File: src/rtl/csr_bank_pkg.sv
package csr_bank_pkg;

   localparam int XLEN = 64;

   typedef enum logic [1:0] {
      LVL_USER = 2'd0,
      LVL_SUPV = 2'd1,
      LVL_RSVD = 2'd2,
      LVL_MACH = 2'd3
   } lvl_e;

   localparam int IX_PRIV   = 0;
   localparam int IX_ISA    = 1;
   localparam int IX_STATUS = 6;
   localparam int IX_MCEN   = 7;
   localparam int IX_SCEN   = 8;
   localparam int IX_TSEL   = 9;
   localparam int IX_MEPC   = 10;
   localparam int IX_SEPC   = 11;
   localparam int IX_XLAT   = 12;
   localparam int IX_LAST_FIXED = 12;

   localparam int CNT_SPAN  = 32;
   localparam int CNT_OFF_RET = 2;

   localparam int ISA_CBIT  = 2;
   localparam logic [63:0] ISA_RESET = (64'd2 << 62) | 64'h0014_112D;

   localparam int XL_LSB    = 32;
   localparam logic [3:0] XL_FIXED = 4'hA;
   localparam logic [63:0] STATUS_RESET = {28'd0, XL_FIXED, 32'd0};

   localparam int MODE_LSB  = 60;
   localparam logic [3:0] MODE_BARE = 4'd0;
   localparam logic [3:0] MODE_SV39 = 4'd8;

   localparam logic [63:0] CEN_RESET  = 64'h7;
   localparam logic [63:0] TSEL_RESET = 64'h1;

   function automatic logic [63:0] slot_reset(input int i);
      logic [63:0] v;
      case (i)
         IX_PRIV:   v = {62'd0, LVL_MACH};
         IX_ISA:    v = ISA_RESET;
         IX_STATUS: v = STATUS_RESET;
         IX_MCEN:   v = CEN_RESET;
         IX_SCEN:   v = CEN_RESET;
         IX_TSEL:   v = TSEL_RESET;
         default:   v = 64'd0;
      endcase
      return v;
   endfunction

endpackage

File: src/rtl/csr_wr_filter.sv
module csr_wr_filter
   import csr_bank_pkg::*;
#(
   parameter int SW = 5
) (
   input  logic [SW-1:0] slot,
   input  logic [63:0]   wdata,
   input  logic [63:0]   old,
   input  logic [63:0]   next_pc,
   output logic [63:0]   legal
);

   localparam logic [SW-1:0] K_PRIV   = SW'(IX_PRIV);
   localparam logic [SW-1:0] K_ISA    = SW'(IX_ISA);
   localparam logic [SW-1:0] K_STATUS = SW'(IX_STATUS);
   localparam logic [SW-1:0] K_TSEL   = SW'(IX_TSEL);
   localparam logic [SW-1:0] K_XLAT   = SW'(IX_XLAT);

   logic [3:0] new_mode;
   logic       mode_ok;
   logic       c_clear_blocked;
   logic       lvl_bad;

   assign new_mode        = wdata[MODE_LSB +: 4];
   assign mode_ok         = (new_mode == MODE_BARE) || (new_mode == MODE_SV39);
   assign c_clear_blocked = !wdata[ISA_CBIT] && (next_pc[2:0] != 3'd0);
   assign lvl_bad         = (wdata[1:0] == LVL_RSVD);

   always_comb begin
      legal = wdata;
      if (slot == K_PRIV) begin
         legal = {62'd0, lvl_bad ? old[1:0] : wdata[1:0]};
      end else if (slot == K_ISA) begin
         if (c_clear_blocked) legal[ISA_CBIT] = old[ISA_CBIT];
      end else if (slot == K_STATUS) begin
         legal[XL_LSB +: 4] = old[XL_LSB +: 4];
      end else if (slot == K_TSEL) begin
         legal = wdata + 64'd1;
      end else if (slot == K_XLAT) begin
         if (!mode_ok) legal[MODE_LSB +: 4] = old[MODE_LSB +: 4];
      end
   end

endmodule

File: src/rtl/csr_counters.sv
module csr_counters #(
   parameter int CNT_W = 64
) (
   input  logic             clk,
   input  logic             rst_n,
   input  logic             retire,
   output logic [CNT_W-1:0] cyc,
   output logic [CNT_W-1:0] ret
);

   always_ff @(posedge clk or negedge rst_n) begin
      if (!rst_n) begin
         cyc <= '0;
         ret <= '0;
      end else begin
         cyc <= cyc + CNT_W'(1);
         if (retire) ret <= ret + CNT_W'(1);
      end
   end

endmodule

File: src/rtl/csr_rd_path.sv
module csr_rd_path
   import csr_bank_pkg::*;
#(
   parameter int IDX_W    = 7,
   parameter int CNT_BASE = 32,
   parameter int CNT_W    = 64
) (
   input  logic             rd_en,
   input  logic [IDX_W-1:0] rd_idx,
   input  logic [63:0]      slot_val,
   input  logic [1:0]       lvl,
   input  logic [31:0]      mcen,
   input  logic [31:0]      scen,
   input  logic             isa_c,
   input  logic [CNT_W-1:0] cyc,
   input  logic [CNT_W-1:0] ret,
   output logic [63:0]      rd_data,
   output logic             rd_fault
);

   localparam int NUM_IDX = CNT_BASE + CNT_SPAN;
   localparam logic [IDX_W:0]   LIMIT = (IDX_W+1)'(NUM_IDX);
   localparam logic [IDX_W-1:0] CBASE = IDX_W'(CNT_BASE);
   localparam logic [IDX_W-1:0] K_MEPC = IDX_W'(IX_MEPC);
   localparam logic [IDX_W-1:0] K_SEPC = IDX_W'(IX_SEPC);

   logic [63:0]      cyc_x, ret_x;
   logic             in_range, is_cnt, allowed;
   logic [IDX_W-1:0] rel;
   logic [4:0]       off;
   logic [63:0]      val;

   generate
      if (CNT_W == XLEN) begin : g_full
         assign cyc_x = cyc;
         assign ret_x = ret;
      end else begin : g_pad
         assign cyc_x = {{(XLEN-CNT_W){1'b0}}, cyc};
         assign ret_x = {{(XLEN-CNT_W){1'b0}}, ret};
      end
   endgenerate

   assign in_range = ({1'b0, rd_idx} < LIMIT);
   assign is_cnt   = in_range && (rd_idx >= CBASE);
   assign rel      = rd_idx - CBASE;
   assign off      = rel[4:0];

   always_comb begin
      case (lvl)
         LVL_MACH: allowed = 1'b1;
         LVL_SUPV: allowed = mcen[off];
         LVL_USER: allowed = scen[off];
         default:  allowed = 1'b0;
      endcase
   end

   always_comb begin
      if (is_cnt) begin
         val = (off == 5'(CNT_OFF_RET)) ? ret_x : cyc_x;
      end else begin
         val = slot_val;
         if (rd_idx == K_MEPC || rd_idx == K_SEPC) begin
            val[0] = 1'b0;
            if (!isa_c) val[1] = 1'b0;
         end
      end
   end

   assign rd_fault = rd_en && (!in_range || (is_cnt && !allowed));
   assign rd_data  = (rd_en && !rd_fault) ? val : 64'd0;

endmodule

File: src/rtl/csr_bank.sv
module csr_bank
   import csr_bank_pkg::*;
#(
   parameter int IDX_W    = 7,
   parameter int CNT_BASE = 32,
   parameter int CNT_W    = 64
) (
   input  logic             clk,
   input  logic             rst_n,
   input  logic             rd_en,
   input  logic [IDX_W-1:0] rd_idx,
   output logic [63:0]      rd_data,
   output logic             rd_fault,
   input  logic             wr_en,
   input  logic [IDX_W-1:0] wr_idx,
   input  logic [63:0]      wr_data,
   input  logic [63:0]      next_pc,
   output logic             wr_fault,
   input  logic             retire
);

   localparam int SW      = $clog2(CNT_BASE);
   localparam int NUM_IDX = CNT_BASE + CNT_SPAN;
   localparam logic [IDX_W:0]   LIMIT = (IDX_W+1)'(NUM_IDX);
   localparam logic [IDX_W-1:0] CBASE = IDX_W'(CNT_BASE);

   generate
      if ((1 << SW) != CNT_BASE) begin : g_bad_base
         $error("CNT_BASE must be a power of two");
      end
      if (CNT_BASE <= IX_LAST_FIXED) begin : g_small_base
         $error("CNT_BASE must exceed the fixed register indices");
      end
      if (NUM_IDX > (1 << IDX_W)) begin : g_bad_idx
         $error("IDX_W too narrow for the counter range");
      end
      if (CNT_W < 1 || CNT_W > XLEN) begin : g_bad_cnt
         $error("CNT_W must lie in 1..64");
      end
   endgenerate

   logic [63:0]   slot_val [CNT_BASE];
   logic [SW-1:0] wr_slot;
   logic          wr_store;
   logic [63:0]   wr_old;
   logic [63:0]   wr_legal;

   assign wr_slot  = wr_idx[SW-1:0];
   assign wr_store = wr_en && (wr_idx < CBASE);
   assign wr_old   = slot_val[wr_slot];
   assign wr_fault = wr_en && !({1'b0, wr_idx} < LIMIT);

   csr_wr_filter #(.SW(SW)) u_filt (
      .slot    (wr_slot),
      .wdata   (wr_data),
      .old     (wr_old),
      .next_pc (next_pc),
      .legal   (wr_legal)
   );

   generate
      for (genvar i = 0; i < CNT_BASE; i++) begin : g_slot
         logic [63:0] q;
         always_ff @(posedge clk or negedge rst_n) begin
            if (!rst_n) begin
               q <= slot_reset(i);
            end else if (wr_store && (wr_slot == SW'(i))) begin
               q <= wr_legal;
            end
         end
         assign slot_val[i] = q;
      end
   endgenerate

   logic [1:0]  priv_q;
   logic [63:0] isa_q, status_q, xlat_q, tsel_q;
   logic [31:0] mcen_q, scen_q;

   assign priv_q   = slot_val[IX_PRIV][1:0];
   assign isa_q    = slot_val[IX_ISA];
   assign status_q = slot_val[IX_STATUS];
   assign xlat_q   = slot_val[IX_XLAT];
   assign tsel_q   = slot_val[IX_TSEL];
   assign mcen_q   = slot_val[IX_MCEN][31:0];
   assign scen_q   = slot_val[IX_SCEN][31:0];

   logic [CNT_W-1:0] cyc, ret;

   csr_counters #(.CNT_W(CNT_W)) u_cnt (
      .clk    (clk),
      .rst_n  (rst_n),
      .retire (retire),
      .cyc    (cyc),
      .ret    (ret)
   );

   csr_rd_path #(.IDX_W(IDX_W), .CNT_BASE(CNT_BASE), .CNT_W(CNT_W)) u_rd (
      .rd_en    (rd_en),
      .rd_idx   (rd_idx),
      .slot_val (slot_val[rd_idx[SW-1:0]]),
      .lvl      (priv_q),
      .mcen     (mcen_q),
      .scen     (scen_q),
      .isa_c    (isa_q[ISA_CBIT]),
      .cyc      (cyc),
      .ret      (ret),
      .rd_data  (rd_data),
      .rd_fault (rd_fault)
   );

endmodule

File: config.mk
export PLATFORM = sky130hd
export DESIGN_NAME = csr_bank
export DESIGN_NICKNAME = d
export VERILOG_FILES = /design/src/rtl/csr_bank_pkg.sv /design/src/rtl/csr_wr_filter.sv /design/src/rtl/csr_counters.sv /design/src/rtl/csr_rd_path.sv /design/src/rtl/csr_bank.sv
export SDC_FILE = /design/constraint.sdc
export NUM_CORES = 2
export LEC_CHECK = 0
export BUFFER_PORTS_ARGS = -buffer_cell sky130_fd_sc_hd__buf_2
export CORE_UTILIZATION = 65
export CTS_BUF_LIST = sky130_fd_sc_hd__clkbuf_4
export CTS_CLUSTER_SIZE = 40
export DETAILED_ROUTE_END_ITERATION = 8
export PLACE_DENSITY_LB_ADDON = 0.1
export SYNTH_ARGS = -nofsm -noshare
export SYNTH_HDL_FRONTEND = slang
export SYNTH_SLANG_ARGS = --single-unit
File: constraint.sdc
create_clock -name clk -period 4.01 [get_ports clk]
set_input_delay 0.802 -clock clk [delete_from_list [all_inputs] [get_ports clk]]
set_output_delay 0.802 -clock clk [all_outputs]
set_load 0.03 [all_outputs]
### Word level (Yosys, flattened, before mapping)

Index checks and enable logic that the tools add are counted.

* flip-flop bits (word level): 2176
* bits in latches: 0
* memory bits (writable): 0
* memory bits (read-only): 0
* output and inout bits: 66
* memories: 0

* $add $sub $neg: 4
* multiply operators: 0
* div/mod/pow operators: 0
* magnitude comparators: 7
* equal/unequal tests: 38
* shift-type cells: 0
* muxes and demuxes: 29
* bitwise operators: 2
* reductions and logical operators: 51

Operator list (number)
* 64-bit binary-select mux with 5-bit select: 2
* 64-bit 2-to-1 mux: 8
* 64-bit by 1-bit adder with 64-bit output (second input constant): 3
* 5-bit == test (second input constant): 16
* 61-bit 2-to-1 mux: 1
* 60-bit 2-to-1 mux: 1
* 5-bit by 4-bit == test with 1-bit output (second input constant): 8
* 1-bit logical AND: 39
* 32-bit 2-to-1 mux: 1
* 28-bit 2-to-1 mux: 1
* 5-bit by 3-bit == test with 1-bit output (second input constant): 4
* 4-bit 2-to-1 mux: 4
* 5-bit by 2-bit == test with 1-bit output (second input constant): 3
* 7-bit by 4-bit == test with 1-bit output (second input constant): 2
* 7-bit < comparator (second input constant): 2
* 6-bit greater-or-equal comparator (second input constant): 2
* 5-bit NOT with 6-bit output: 2
* 1-bit binary-select mux with 5-bit select: 2
* 7-bit by 6-bit greater-or-equal comparator with 1-bit output (second input constant): 1
* 7-bit by 6-bit < comparator with 1-bit output (second input constant): 1
* 5-bit by 6-bit < comparator with 1-bit output (second input constant): 1
* 2-bit 2-to-1 mux: 3
* 5-bit by 1-bit == test with 1-bit output (second input constant): 1
* 1-bit logical NOT: 5
* other kinds (11): 18

### Depth between registers and ports, before layout

* depth in word-level cells: 11
* mapped depth: 11
* mapped depth without buffers: 7

### Hierarchy

Synthesis repeated with hierarchy kept, for this count alone.

* cells, all modules: 7757
* area total of the unflattened synthesis: 115409.4 um^2

Modules (own cells, without submodules)
* csr_bank: times used 1, cells each 6584, area an instance 104965.7 um^2, seq. area each 51274.2 um^2
* csr_counters: times used 1, cells each 542, area an instance 5774.3 um^2, seq. area each 3203.1 um^2
* csr_rd_path: times used 1, cells each 282, area an instance 2642.5 um^2, seq. area each 0.0 um^2
* csr_wr_filter: times used 1, cells each 349, area an instance 2026.9 um^2, seq. area each 0.0 um^2

### Worst setup path before layout

OpenSTA, ideal clock, no wires.

* path kind: input -> output
* start: input port rd_idx[0]
* end: output port rd_data[34]
* arrival time: 3.127 ns
* setup slack: 0.081 ns
* stages on the path: 6
* buffers on the path: 3
* cells stage by stage: buf_4 -> clkbuf_1 -> buf_1 -> mux4_2 -> mux4_2 -> o2111a_1

* longest elaborated chain between the ends: 11
* elaborated cells on any way between the ends: 24
* classes of those cells: 1 x add/sub; 2 x order compare; 1 x eq/ne; 11 x mux; 1 x bitwise; 8 x reduce/logical

Ends and longest elaborated chain
* from (decl): line csr_bank.sv:11 `input logic [IDX_W-1:0] rd_idx,`
* 5-bit by 1-bit subtractor with 5-bit output: line csr_rd_path.sv:45 `assign rel = rd_idx - CBASE;`
* 1-bit binary-select mux with 5-bit select, on equally long branches: line csr_rd_path.sv:52, csr_rd_path.sv:51
* 1-bit 2-to-1 mux, on equally long branches: line csr_rd_path.sv:52, csr_rd_path.sv:51
* 1-bit one-hot mux with 3 select lines: line csr_rd_path.sv:49 `case (lvl)`
* 1-bit logical NOT: line csr_rd_path.sv:69 `assign rd_fault = rd_en && (!in_range || (is_cnt && !allowed));`
* 1-bit logical AND: line csr_rd_path.sv:69
* 1-bit logical OR: line csr_rd_path.sv:69
* 1-bit logical AND: line csr_rd_path.sv:69
* 1-bit logical NOT: line csr_rd_path.sv:70 `assign rd_data = (rd_en && !rd_fault) ? val : 64'd0;`
* 1-bit logical AND: line csr_rd_path.sv:70
* 64-bit 2-to-1 mux (*): line csr_rd_path.sv:70
* to (decl): line csr_bank.sv:12 `output logic [63:0] rd_data,`

Mark *: on every way between the ends. The rest lies on a longest branch, timed or not. The select of a mux whose other input is x is not followed.

### Worst setup path in the final report

* start: register g_slot[7].q[23]
* end: output port rd_data[7]

* longest elaborated chain between the ends: 10

Ends and longest elaborated chain
* from (decl): line csr_bank.sv:63 `logic [63:0] q;`
* from (signal assigned): line csr_bank.sv:66 `q <= slot_reset(i);`
* from (signal assigned): line csr_bank.sv:68 `q <= wr_legal;`
* 1-bit binary-select mux with 5-bit select: line csr_rd_path.sv:51 `LVL_SUPV: allowed = mcen[off];`
* 1-bit 2-to-1 mux (not written as such): line csr_rd_path.sv:51
* 1-bit one-hot mux with 3 select lines: line csr_rd_path.sv:49
* 1-bit logical NOT: line csr_rd_path.sv:69
* 1-bit logical AND: line csr_rd_path.sv:69
* 1-bit logical OR: line csr_rd_path.sv:69
* 1-bit logical AND: line csr_rd_path.sv:69
* 1-bit logical NOT: line csr_rd_path.sv:70
* 1-bit logical AND: line csr_rd_path.sv:70
* 64-bit 2-to-1 mux: line csr_rd_path.sv:70

Every way passes these cells. The select of a mux whose other input is x is not followed.

==> results.cfg <==
[status]
status = finished with violations
violations = negative setup slack

[sta]
worst_slack_ns = -0.903
setup_tns_ns = -52.09
finalHoldViolations = 0
max_freq_ghz = 0.204
skew_ns = 0.0736
rsz0062_at_grt = true
worst_pin_slew_ns = 1.35
period_needed_ns = 4.91
fin_crit_sh_pct = 123
slew_headroom_pct = 9.56
slew_violations = 0
setup_viol = 65

[routing]
vias = 77000
wire_per_inst_um = 26.9
first_pass_iters = 6
detail-route-antenna-nets = 0
wirelength_um = 322000
viasPerCell = 6.45
drc = 0
drtIter0Drc = 8422

[setup_path]
cp_slowest_cell = mux4_2
crit_path_max_fanout = 18
cp-end-kind = primary output
cp_common_cell = buf_12
cp.arrival_ns = 4.11
worst-path-buf-inv = 4
crit_chain = mux4_2 -> mux2_4 -> o32a_1 -> nand4b_1 -> a21oi_4 -> buf_12 -> buf_12 -> buf_12 -> o211a_1 -> buf_4
cpPeakStageDelay_ns = 0.53
cp-start-kind = register
path_delay_family = multiplexers
critPathKind = register to primary output
worstPathRequired_ns = 3.21

[yosys]
ys_types = 71
postSynthCellCount = 9122
avgSynthCellArea_um2 = 10.7
synth_edf_count = 0
synth-seq-cells = 2176
yosys_warnings = 0
netlist_area_mm2 = 0.0976
seq_area_frac_synth_pct = 55.8
synthFlopType = dfrtp_1
async_flop_share_pct = 100
synth_fp_nets = 9273

[global_routing]
grt_max_degree = 129
grt_pass1_wl_um = 484000
grt_pass1_vias = 77200
track_usage_pct = 43.4
gr-total-overflow = 0
antenna_found_initial = 19

[placement]
portBuffers = 151
gp_congestion = 0.945
place_hpwl_um = 201000

[cts]
htree_levels = 6
root_buffer = clkbuf_4
clkTransAtPathRegs_ns = 0.06
clkSinkCount = 2176
insertion_delay_ns = 1.35
cts_max_path_buffers = 4
cts_inserted_buffers = 573
cts_tree = done

[floorplanning]
io_pins = 213
dieArea_mm2 = 0.152
die_x_um = 390
rows = 141
start_util_pct = 65.8
fp.coreArea_mm2 = 0.148
die_height_um = 390

[run]
maxCapViolCount = 0

[finish]
syn2layout_area_growth_pct = 14.3
drive_above_1_share_pct = 22.7
final_util_pct = 75.2
nNetsFinal = 9703

[power_and_ir_drop]
cellPowerDensity_mw_per_mm2 = 437
ir_drop_uv = 336
leakage_uw = 0.0509

[hold_path]
hold_path.class = input pin to register
worst min-delay path, delay by kind of cell:
kind            cells  cell delay [ns]
buf+inv             2             0.32
compound gates      1             0.16
xor+xnor            1             0.11
kinds of logic after synthesis:
family	count (synthesis)	share of synthesized area, %
compound gates	2303	12.7
xor+xnor	179	1.61
fa+ha+maj	4	0.0513
buf+inv	882	3.52
flops	2176	55.8
mux	655	13.9
simple gates	2923	12.5
state kept, by name, indices dropped and copies added, names as in the netlist:
name / cells
u_cnt.cyc: 64
u_cnt.ret: 64
g_slot.q: 2048
cells in the final DEF, fill, tap and decap left out, types with 15 or more instances in the layout:
cell type and count:
xnor2_1 106, and4_1 17, inv_2 17, nor4_1 21, and2_1 102, xor2_1 50
a211oi_1 43, dfstp_2 20, a221oi_1 19, o2111a_1 19, buf_6 58, nand2b_1 15
mux2i_1 84, clkinv_1 69, nand4_1 54, dfrtp_1 2156, clkbuf_4 849, mux4_2 557
diode_2 15, buf_12 140, inv_1 23, nand2_4 32, nand3_1 106, buf_4 391
a21oi_1 46, buf_2 81, o21ai_1 107, a31oi_1 29, o21ai_0 1887, and3_1 29
xnor2_2 19, a22o_1 23, nor2b_1 35, nor2_1 117, dlygate4sd3_1 37, a22oi_1 19
nand2_1 2287, nor3_1 47
metrics by stage:
| stage | power, µW | instances | cell area, µm² | setup slack [ns] | hold slack, ns |
|---|---|---|---|---|---|
| floorplan | 27700 | 9122 | 97600 | 0.0814 | 0.424 |
| global placement | 29700 | 10900 | 104000 | -0.569 | 0.356 |
| detailed placement | 30000 | 10900 | 104000 | -0.582 | 0.357 |
| CTS | 48900 | 11900 | 112000 | -0.976 | 0.00214 |
| global route | 50800 | 11900 | 112000 | -1.05 | 0.0341 |
| finish | 48800 | 11900 | 112000 | -0.903 | 0.116 |
routing by layer:
layer | track usage, % | vias to the layer above | wire length, µm
met2 | 63.6 | 4632 | 142000
met4 | 28.8 | 16 | 24000
met5 | 0.766 | - | 113
li1 | - | 33000 | -
met1 | 57.1 | 38200 | 116000
met3 | 12.5 | 1161 | 39400
power by group:
| group | internal [µW] | switching [µW] | total, µW |
|---|---|---|---|
| clock | 9980 | 9070 | 19000 |
| combinational | 2220 | 2970 | 5190 |
| sequential | 23600 | 941 | 24600 |
final timing paths:
| check | startpoint | end | slack [ns] | depth (start not counted) |
|---|---|---|---|---|
| worst max-delay path | g_slot[7].q[23] | rd_data[7] | -0.90 | 10 |
| worst min-delay path | wr_data[40] | g_slot[26].q[40] | 0.12 | 4 |
| worst max register to register | u_cnt.ret[20] | u_cnt.ret[63] | 0.97 | 6 |
| worst min register to register | g_slot[6].q[33] | g_slot[6].q[33] | 0.36 | 0 |
| max in group asynchronous | rst_n | g_slot[10].q[10] | 2.62 | 3 |
| min in group asynchronous | rst_n | g_slot[27].q[9] | 0.13 | 2 |
timing repair:
action / in CTS / in global routing
hold endpoints to repair: 550 / 0
gates cloned: 2 / 0
gates resized for setup: 165 / 11
setup endpoints to repair: 65 / 65
buffers inserted: 15 / 4
pin swaps: 4 / 4
hold buffers: 37 / 0
Yosys cell counts, drive strengths merged, types with 4 or more instances:
library cell,n,share of area (%)
xor2,54,0.48
nand2b,17,0.11
and3,36,0.23
nand3,107,0.55
or2,4,0.026
a211oi,46,0.35
nor3,49,0.26
xnor2,125,1.1
ha,4,0.051
a22oi,19,0.15
a311oi,9,0.081
a221oi,20,0.18
o22ai,12,0.077
mux4,557,13
dfrtp,2156,55
and4,18,0.16
nor2,120,0.46
nand2,2320,8.9
or3,9,0.058
o21ai,1995,10
clkbuf,726,2.8
inv,25,0.096
o211ai,9,0.069
nor4,26,0.23
buf,129,0.63
or4,6,0.046
dfstp,20,0.54
mux2,13,0.15
a22o,23,0.21
a21oi,49,0.25
o21a,6,0.046
nand4,55,0.36
a31oi,29,0.19
a32oi,6,0.054
mux2i,85,0.87
nor2b,39,0.25
nand3b,4,0.031
o31ai,6,0.046
o211a,12,0.12
o31a,12,0.11
o2111a,27,0.31
and2,104,0.67
final cells by class:
| cell class | instances | area [µm²] |
|---|---|---|
| sequential | 2176 | 54500 |
| clock inverter | 91 | 502 |
| clock buffer | 849 | 6370 |
| tap | 2002 | 2500 |
| fill | 10200 | 36800 |
| antenna | 15 | 37.5 |
| multi-input combinational | 6064 | 40300 |
| inverter | 27 | 104 |
| timing repair buffer | 710 | 7210 |
Note: power is estimated with default switching activity, not from simulation.
